--- src/rtl/baud_tick_pkg.sv ---
`timescale 1ns/1ps
package baud_tick_pkg;
  localparam int OVS_W = 4;

  typedef enum logic [1:0] {
    OVS_16  = 2'b00,
    OVS_8   = 2'b01,
    OVS_3   = 2'b10,
    OVS_16B = 2'b11
  } ovsSel_t;

  // Strobes from control to datapath
  typedef struct packed {
    logic run;    // divisor valid and block enabled
    logic clear;  // hold every counter at zero
  } tickCtl_t;
endpackage

--- src/rtl/baud_tick_ctrl.sv ---
`timescale 1ns/1ps
module baud_tick_ctrl
  import baud_tick_pkg::*;
#(
  parameter int INT_W  = 16,
  parameter int FRAC_W = 6,
  parameter int PRE_W  = 3
) (
  input  logic                    clk,
  input  logic                    rst_n,
  input  logic                    enable,
  input  logic                    wrPrediv,
  input  logic [PRE_W-1:0]        preDivData,
  input  logic                    wrDivisor,
  input  logic [INT_W-1:0]        intData,
  input  logic [FRAC_W-1:0]       fracData,
  input  logic                    wrOvs,
  input  logic [1:0]              ovsData,
  input  logic                    altCoding,
  output tickCtl_t                ctl,
  output logic [PRE_W-1:0]        preLimit,
  output logic [INT_W-1:0]        divInt,
  output logic [FRAC_W-1:0]       divFrac,
  output logic [OVS_W-1:0]        ovsLast
);
  ovsSel_t ovsReg;

  // Configuration only loads while the block is stopped
  always_ff @(posedge clk or negedge rst_n) begin
    if (!rst_n) begin
      preLimit <= '0;
      divInt   <= '0;
      divFrac  <= '0;
      ovsReg   <= OVS_16;
    end else if (!enable) begin
      if (wrPrediv) preLimit <= preDivData;
      if (wrDivisor) begin
        divInt  <= intData;
        divFrac <= fracData;
      end
      if (wrOvs) ovsReg <= ovsSel_t'(ovsData);
    end
  end

  // Last index of the oversampling count; 3x falls back to 8x under alt coding
  always_comb begin
    case (ovsReg)
      OVS_8:   ovsLast = OVS_W'(7);
      OVS_3:   ovsLast = altCoding ? OVS_W'(7) : OVS_W'(2);
      default: ovsLast = OVS_W'(15);
    endcase
  end

  always_comb begin
    ctl.clear = ~enable;
    ctl.run   = enable && (divInt != '0);
  end
endmodule

--- src/rtl/baud_tick_datapath.sv ---
`timescale 1ns/1ps
module baud_tick_datapath
  import baud_tick_pkg::*;
#(
  parameter int INT_W  = 16,
  parameter int FRAC_W = 6,
  parameter int PRE_W  = 3
) (
  input  logic              clk,
  input  logic              rst_n,
  input  tickCtl_t          ctl,
  input  logic [PRE_W-1:0]  preLimit,
  input  logic [INT_W-1:0]  divInt,
  input  logic [FRAC_W-1:0] divFrac,
  input  logic [OVS_W-1:0]  ovsLast,
  output logic              tick,
  output logic              bitStrobe
);
  logic [PRE_W-1:0]  preCnt;
  logic [INT_W-1:0]  divCnt;
  logic [FRAC_W-1:0] acc;
  logic [OVS_W-1:0]  ovsCnt;
  logic [FRAC_W:0]   accSum;
  logic              stretch;
  logic              preEn;
  logic              atEnd;
  logic              fire;
  logic              bitEnd;

  always_comb begin
    accSum  = {1'b0, acc} + {1'b0, divFrac};
    stretch = accSum[FRAC_W];
    preEn   = ctl.run && (preCnt == preLimit);
    atEnd   = stretch ? (divCnt == divInt)
                      : (divCnt == divInt - {{(INT_W-1){1'b0}}, 1'b1});
    fire    = preEn && atEnd;
    bitEnd  = (ovsCnt >= ovsLast);
  end

  always_ff @(posedge clk or negedge rst_n) begin
    if (!rst_n) begin
      preCnt    <= '0;
      divCnt    <= '0;
      acc       <= '0;
      ovsCnt    <= '0;
      tick      <= 1'b0;
      bitStrobe <= 1'b0;
    end else if (ctl.clear) begin
      preCnt    <= '0;
      divCnt    <= '0;
      acc       <= '0;
      ovsCnt    <= '0;
      tick      <= 1'b0;
      bitStrobe <= 1'b0;
    end else begin
      tick      <= fire;
      bitStrobe <= fire && bitEnd;
      if (ctl.run) preCnt <= preEn ? '0 : preCnt + 1'b1;
      if (preEn) begin
        if (atEnd) begin
          divCnt <= '0;
          acc    <= accSum[FRAC_W-1:0];
        end else begin
          divCnt <= divCnt + 1'b1;
        end
      end
      if (fire) ovsCnt <= bitEnd ? '0 : ovsCnt + 1'b1;
    end
  end
endmodule

--- src/rtl/baud_tick_gen.sv ---
`timescale 1ns/1ps
module baud_tick_gen
  import baud_tick_pkg::*;
#(
  parameter int INT_W  = 16,
  parameter int FRAC_W = 6,
  parameter int PRE_W  = 3
) (
  input  logic              clk,
  input  logic              rst_n,
  input  logic              enable,
  input  logic              wrPrediv,
  input  logic [PRE_W-1:0]  preDivData,
  input  logic              wrDivisor,
  input  logic [INT_W-1:0]  intData,
  input  logic [FRAC_W-1:0] fracData,
  input  logic              wrOvs,
  input  logic [1:0]        ovsData,
  input  logic              altCoding,
  output logic              tick,
  output logic              bitStrobe
);
  tickCtl_t          ctl;
  logic [PRE_W-1:0]  cfgPre;
  logic [INT_W-1:0]  cfgInt;
  logic [FRAC_W-1:0] cfgFrac;
  logic [OVS_W-1:0]  cfgOvsLast;

  baud_tick_ctrl #(.INT_W(INT_W), .FRAC_W(FRAC_W), .PRE_W(PRE_W)) u_ctrl (
    .clk(clk), .rst_n(rst_n), .enable(enable),
    .wrPrediv(wrPrediv), .preDivData(preDivData),
    .wrDivisor(wrDivisor), .intData(intData), .fracData(fracData),
    .wrOvs(wrOvs), .ovsData(ovsData), .altCoding(altCoding),
    .ctl(ctl), .preLimit(cfgPre), .divInt(cfgInt), .divFrac(cfgFrac),
    .ovsLast(cfgOvsLast)
  );

  baud_tick_datapath #(.INT_W(INT_W), .FRAC_W(FRAC_W), .PRE_W(PRE_W)) u_dp (
    .clk(clk), .rst_n(rst_n), .ctl(ctl),
    .preLimit(cfgPre), .divInt(cfgInt), .divFrac(cfgFrac),
    .ovsLast(cfgOvsLast), .tick(tick), .bitStrobe(bitStrobe)
  );
endmodule

--- config.mk ---
export PLATFORM = sky130hd
export DESIGN_NAME = baud_tick_gen
export DESIGN_NICKNAME = d
export VERILOG_FILES = /design/src/rtl/baud_tick_pkg.sv /design/src/rtl/baud_tick_ctrl.sv /design/src/rtl/baud_tick_datapath.sv /design/src/rtl/baud_tick_gen.sv
export SDC_FILE = /design/constraint.sdc
export NUM_CORES = 1
export LEC_CHECK = 0
export ABC_AREA = 1
export BUFFER_PORTS_ARGS = -buffer_cell sky130_fd_sc_hd__buf_2
export CORE_MARGIN = 2
export CORE_UTILIZATION = 48
export CTS_CLUSTER_DIAMETER = 200
export DETAILED_ROUTE_END_ITERATION = 7
export GPL_TIMING_DRIVEN = 0
export PLACE_DENSITY = 0.71
export SLEW_MARGIN = 20
export SYNTH_ARGS = -nofsm -noshare
export SYNTH_HDL_FRONTEND = slang
export SYNTH_HIERARCHICAL = 1
export SYNTH_SLANG_ARGS = --single-unit
--- constraint.sdc ---
create_clock -name clk -period 3.94 [get_ports clk]
set_input_delay 0.788 -clock clk [delete_from_list [all_inputs] [get_ports clk]]
set_output_delay 0.788 -clock clk [all_outputs]
set_load 0.01 [all_outputs]
### Word level (Yosys, flattened, before mapping)

Index checks and enable logic that the tools add are counted.

| word-level totals | value |
|---|---|
| register bits after elaboration | 58 |
| bits in latches | 0 |
| memory bits (writable) | 0 |
| ROM bits | 0 |
| output and inout port bits | 2 |
| word-level logic and storage cells | 52 |
| memories | 0 |

| cells by class | value |
|---|---|
| add/sub/neg operators | 5 |
| multipliers | 0 |
| div/mod/pow operators | 0 |
| $lt $le $gt $ge | 1 |
| eq/ne operators | 9 |
| shift operators | 0 |
| muxes and demuxes | 17 |
| bitwise gates (word level) | 1 |
| reduce and logical (&&, ||, !) cells | 9 |

Operators with widths:

| kind | number |
|---|---|
| two-way mux 16 bit | 3 |
| equality test 16 bit | 2 |
| two-way mux 6 bit | 3 |
| adder 16 x 1 -> 16 bit, second input constant | 1 |
| nonzero test 16 bit | 1 |
| subtractor 16 x 1 -> 16 bit, second input constant | 1 |
| two-way mux 3 bit | 4 |
| two-way mux 4 bit | 3 |
| inequality test 2 x 1 -> 1 bit, second input constant | 4 |
| case mux 4 bit (2 select lines) | 1 |
| AND reduction 2 bit | 4 |
| adder 6 x 6 -> 7 bit | 1 |
| adder 4 x 1 -> 4 bit, second input constant | 1 |
| greater-or-equal comparator 4 bit | 1 |
| logical AND 1 bit | 4 |
| adder 3 x 1 -> 3 bit, second input constant | 1 |
| equality test 3 bit | 1 |
| two-way mux 1 bit | 3 |
| equality test 2 x 1 -> 1 bit, second input constant | 1 |
| equality test 2 bit, second input constant | 1 |
| inverter 1 bit | 1 |

### Depth between registers and ports, before layout

| depth | value |
|---|---|
| depth in word-level cells | 6 |
| depth in mapped cells | 19 |

### Hierarchy

The synthesis kept the hierarchy.

By module, submodules not included:

| module | times used | cells an instance | area each (sq um) | seq. area each (sq um) |
|---|---|---|---|---|
| baud_tick_datapath | 1 | 460 | 2951.6 | 775.7 |
| baud_tick_ctrl | 1 | 140 | 1208.7 | 675.6 |

### Worst setup path after synthesis

No wires, ideal clock.

| timing | value |
|---|---|
| path type | reg2reg |
| from | register u_ctrl.divFrac[0] |
| to | register u_dp.divCnt[7] |
| library setup time | 0.122 ns |
| data arrival time | 2.265 ns |
| required time | 3.818 ns |
| slack | 1.552 ns |
| cell stages (with the launch flop) | 18 |
| period minus slack after synthesis | 2.388 ns |
| cells stage by stage | dfrtp_1 > ha_1 > inv_1 > fa_1 > nor3_1 > nor2_2 > buf_6 > nand2_1 > nand2_1 > nand2_1 > nand2_1 > nor2_1 > nand2_1 > nor2_2 > nand3_2 > nand2_4 > buf_12 > nor2_2 |

| between the ends | value |
|---|---|
| longest elaborated chain between the ends | 5 |

Ends and longest elaborated chain:

| item | line | text |
|---|---|---|
| start, declared | baud_tick_ctrl.sv:23 | `output logic [FRAC_W-1:0] divFrac,` |
| start signal, assigned | baud_tick_ctrl.sv:39 | `divFrac <= fracData;` |
| adder 6 x 6 -> 7 bit | baud_tick_datapath.sv:31 | `accSum = {1'b0, acc} + {1'b0, divFrac};` |
| two-way mux 1 bit | baud_tick_datapath.sv:34 | `atEnd = stretch ? (divCnt == divInt)` |
| two-way mux 16 bit | baud_tick_datapath.sv:60 | `if (atEnd) begin` |
| two-way mux 16 bit | baud_tick_datapath.sv:59 | `if (preEn) begin` |
| two-way mux 16 bit | baud_tick_datapath.sv:48 | `end else if (ctl.clear) begin` |
| end signal, assigned | baud_tick_datapath.sv:64 | `divCnt <= divCnt + 1'b1;` |
| end, declared | baud_tick_datapath.sv:20 | `logic [INT_W-1:0] divCnt;` |

No other way between the ends. The select of a mux whose other input is x is not followed.
A chain may end at the register's enable or synchronous reset.

### Worst setup path after layout

| timing | value |
|---|---|
| from | register u_dp.acc[0] |
| to | register u_dp.divCnt[13] |

| between the ends | value |
|---|---|
| longest elaborated chain between the ends | 5 |

Ends and longest elaborated chain:

| item | line | text |
|---|---|---|
| start, declared | baud_tick_datapath.sv:21 | `logic [FRAC_W-1:0] acc;` |
| start signal, assigned | baud_tick_datapath.sv:62 | `acc <= accSum[FRAC_W-1:0];` |
| adder 6 x 6 -> 7 bit | baud_tick_datapath.sv:31 |  |
| two-way mux 1 bit | baud_tick_datapath.sv:34 |  |
| two-way mux 16 bit | baud_tick_datapath.sv:60 |  |
| two-way mux 16 bit | baud_tick_datapath.sv:59 |  |
| two-way mux 16 bit | baud_tick_datapath.sv:48 |  |

No other way between the ends. The select of a mux whose other input is x is not followed.

==> summary.txt <==
Outcome
  – Status: finished, final reports clean

Route
  – Final WL: 9700 µm
  – Via/cell ratio: 5.15
  – Vias: 3893
  – Drt pass-1 iters: 5
  – Routed length per placed instance: 12.8 µm
  – DRT iter0 DRCs: 180
  – Post-route DRC: 0
  – Final ANT Viol Nets: 0

Clock tree
  – Clock latency on the worst-skew pair: 340 ps
  – CTS tree: built
  – Clock buffer count from CTS: 9
  – Setup bufs post-CTS: 0
  – Clock tree sinks: 58
  – PostCTS Resize Cnt: 0
  – H-tree levels: 3
  – Clk slew on worst S/H paths: 70 ps
  – Worst-case clock buffer depth: 2
  – CTS Hold Buffers Added: 0
  – Root Buffer: clkbuf_8

Worst setup path
  – Delay-heaviest family, CP: simple AND/OR/NAND/NOR gates
  – CP cell instances: ha_1 > inv_1 > fa_1 > inv_1 > nand3_1 > nand3_2 > buf_4 > nand2_1 > nand3_1 > nand2_1 > nor2_1 > nand2_1 > nor2_2 > nand3_2 > nand2_4 > buf_12 > nor2_2
  – Max incr delay on CP: 420 ps
  – CP most frequent cell: nand2_1
  – CP Class: flip-flop to flip-flop
  – Crit path DAT: 2980 ps
  – Kind of start point of the critical path: flip-flop
  – CP Buf/Inv Count: 4
  – Crit path max fanout: 10
  – Crit-path slowest cell: fa_1
  – Crit path capture type: flip-flop
  – CP required: 4160 ps

STA
  – Slew of the pin with the lowest slew margin: 723 ps
  – Final count of negative-setup-slack endpoints: 0
  – Hold WS: 500 ps
  – Period utilisation layout: 0.701
  – Min Tclk post-route: 2760 ps
  – Slack of the critical path: 1180 ps
  – Final Skew: 12.6 ps
  – Max Slew Vio Count: 0
  – Final hold viol count: 0
  – Setup TNS: 0 ps
  – F_max: 362 MHz
  – Slew Limit Headroom: 0.518
  – RSZ-0062 raised after global routing: no

Synthesis
  – Count leader, synth: nand2_1
  – Yosys reg bits: 58
  – Share of the synthesized area in the top cell type: 0.349
  – Post-synthesis async set-or-reset flop share: 1.00
  – Top post-synthesis cells by area: dfrtp_1 (35%), nand2_1 (18%), nand3_1 (8.2%), inv_1 (6.4%), nor2_1 (5.4%)
  – Cell Area, Synth: 0.00416 mm²
  – Most frequent cells after synthesis: nand2_1 (197), inv_1 (71), nand3_1 (68), nor2_1 (60), dfrtp_1 (58)
  – Post-Synthesis Cells: 600
  – Unique masters post-synth: 35
  – Post-Syn Nets: 651
  – Yosys top cell by area: dfrtp_1
  – Yosys Warn Count: 6
  – Dominant synthesized flop cell: dfrtp_1
  – Post-synthesis area per instance: 6.93 µm²
  – Seq/Total Area, Yosys: 0.349
  – EDFF count, synth: 0

Layout
  – Area of the multi-input gates: 0.00229 mm²
  – FF+latch area: 0.00145 mm²
  – Share of layout cells above drive strength 1: 0.151
  – Fillers: 792
  – Synth-to-Final Area Change: 12.0%
  – Diodes inserted: 0
  – Final nets: 697

Floorplan
  – Die Footprint: 0.00943 mm²
  – Row count: 33
  – Die width: 97.1 µm
  – Die Ht: 97.1 µm
  – Ports: 36
  – Initial Util: 0.501
  – Core region area: 0.00830 mm²

Global route
  – Initial antenna violation count: 0
  – GRT overflow: 0
  – First-pass GRT wire length: 16900 µm
  – Vias in the first global route: 3759
  – Pin count of the biggest net entering global routing: 59
  – GRT Util Overall: 0.218

Placed design
  – HPWL Detailed: 7510 µm
  – Pre-CTS WS: 1100 ps
  – Gpl congestion: 0.929
  – Port-buffer cells: 35

Min path
  – Hold crit path type: input port to asynchronous set/reset pin

Pwr
  – IR drop worst, VDD: 0.000228 V
  – Pwr/cell area: 343 mW/mm²
  – Pleak: 2.57 nW

Job
  – Max-cap viol count: 0
-- cell families (layout without fill, tap and decap cells) --
family / Yosys count / after routing / synth area share
AOI/OAI and AO/OA: 22 / 22 / 0.0298
xor gates and xnor gates: 26 / 26 / 0.0547
adders and majority gates: 17 / 17 / 0.0529
buffers and inverters: 90 / 141 / 0.102
DFF: 58 / 58 / 0.349
other: 1 / 1 / 0.000901
and+or+nand+nor: 386 / 386 / 0.411
-- stage by stage --
step / cells / total power [W] / cell area [µm²] / utilization
floorplan: 600 / 0.000977 / 4160 / -
global placement: 740 / 0.00107 / 4470 / 0.538
detailed placement: 740 / 0.00109 / 4470 / 0.539
CTS: 756 / 0.00161 / 4660 / 0.561
global route: 756 / 0.00170 / 4660 / 0.561
finish: 756 / 0.00160 / 4660 / 0.561
-- sequential cells by signal, indices dropped and copies added (netlist names) --
register,cells
u_dp/ovsCnt,4
u_dp/bitStrobe,1
u_dp/tick,1
u_ctrl/ovsReg,2
u_ctrl/divInt,16
u_ctrl/divFrac,6
u_dp/preCnt,3
u_dp/divCnt,16
u_ctrl/preLimit,3
u_dp/acc,6
-- layer usage --
metal / up-vias / routed length (µm) / track usage
met2: 101 / 4620 / 0.363
met3: 19 / 378 / 0.0266
met1: 1790 / 4480 / 0.289
met5: - / 0 / 0
li1: 1983 / - / -
met4: 0 / 224 / 0.0888
-- cells in the final DEF (no fill, tap or decap), types with 3 or more instances in the layout --
| cell type | synthesis | final |
|---|---|---|
| ha_1 | 16 | 16 |
| buf_6 | 6 | 6 |
| buf_4 | 6 | 7 |
| buf_2 | 1 | 35 |
| clkbuf_1 | 3 | 3 |
| o21ai_0 | 9 | 9 |
| nor2_2 | 19 | 19 |
| nor2_1 | 60 | 60 |
| nand3b_1 | 5 | 5 |
| clkbuf_8 | 0 | 12 |
| nand3_1 | 68 | 68 |
| dfrtp_1 | 58 | 58 |
| a21oi_1 | 8 | 8 |
| xnor2_1 | 8 | 8 |
| nand4_1 | 19 | 19 |
| inv_1 | 71 | 71 |
| nand2_1 | 197 | 197 |
| xor2_1 | 18 | 18 |
| nor3_1 | 4 | 4 |
| nand2_2 | 6 | 6 |
-- path summary, 6_finish.rpt --
path | cells past startpoint | end | slack [ps] | start
max | 17 | u_dp/divCnt[13] | 1180 | u_dp/acc[0]
min | 1 | u_ctrl/divFrac[5] | 500 | rst_n
max reg2reg | 17 | u_dp/divCnt[13] | 1180 | u_dp/acc[0]
min reg2reg | 2 | u_ctrl/divFrac[4] | 500 | u_ctrl/divFrac[4]
max in group asynchronous | 1 | u_dp/divCnt[13] | 2950 | rst_n
min in group clk | 2 | u_ctrl/divFrac[4] | 500 | u_ctrl/divFrac[4]
-- final cells by class --
| type | count | share of cell area |
|---|---|---|
| multi-input cells | 452 | 0.491 |
| flip-flops and latches | 58 | 0.311 |
| inverters | 73 | 0.0588 |
| repair buffers | 35 | 0.0381 |
| clock buffers | 12 | 0.0354 |
| plain buffers | 17 | 0.0320 |
| well taps | 105 | 0.0282 |
| clock inverters | 4 | 0.00537 |
-- where the power goes --
part / switching [W] / leakage (nW) / total [W] / internal (W)
clock network: 0.000241 / 0.0944 / 0.000518 / 0.000277
logic: 0.000242 / 1.71 / 0.000387 / 0.000144
registers: 0.0000535 / 0.761 / 0.000691 / 0.000637
(Power assumes the default switching activity.)
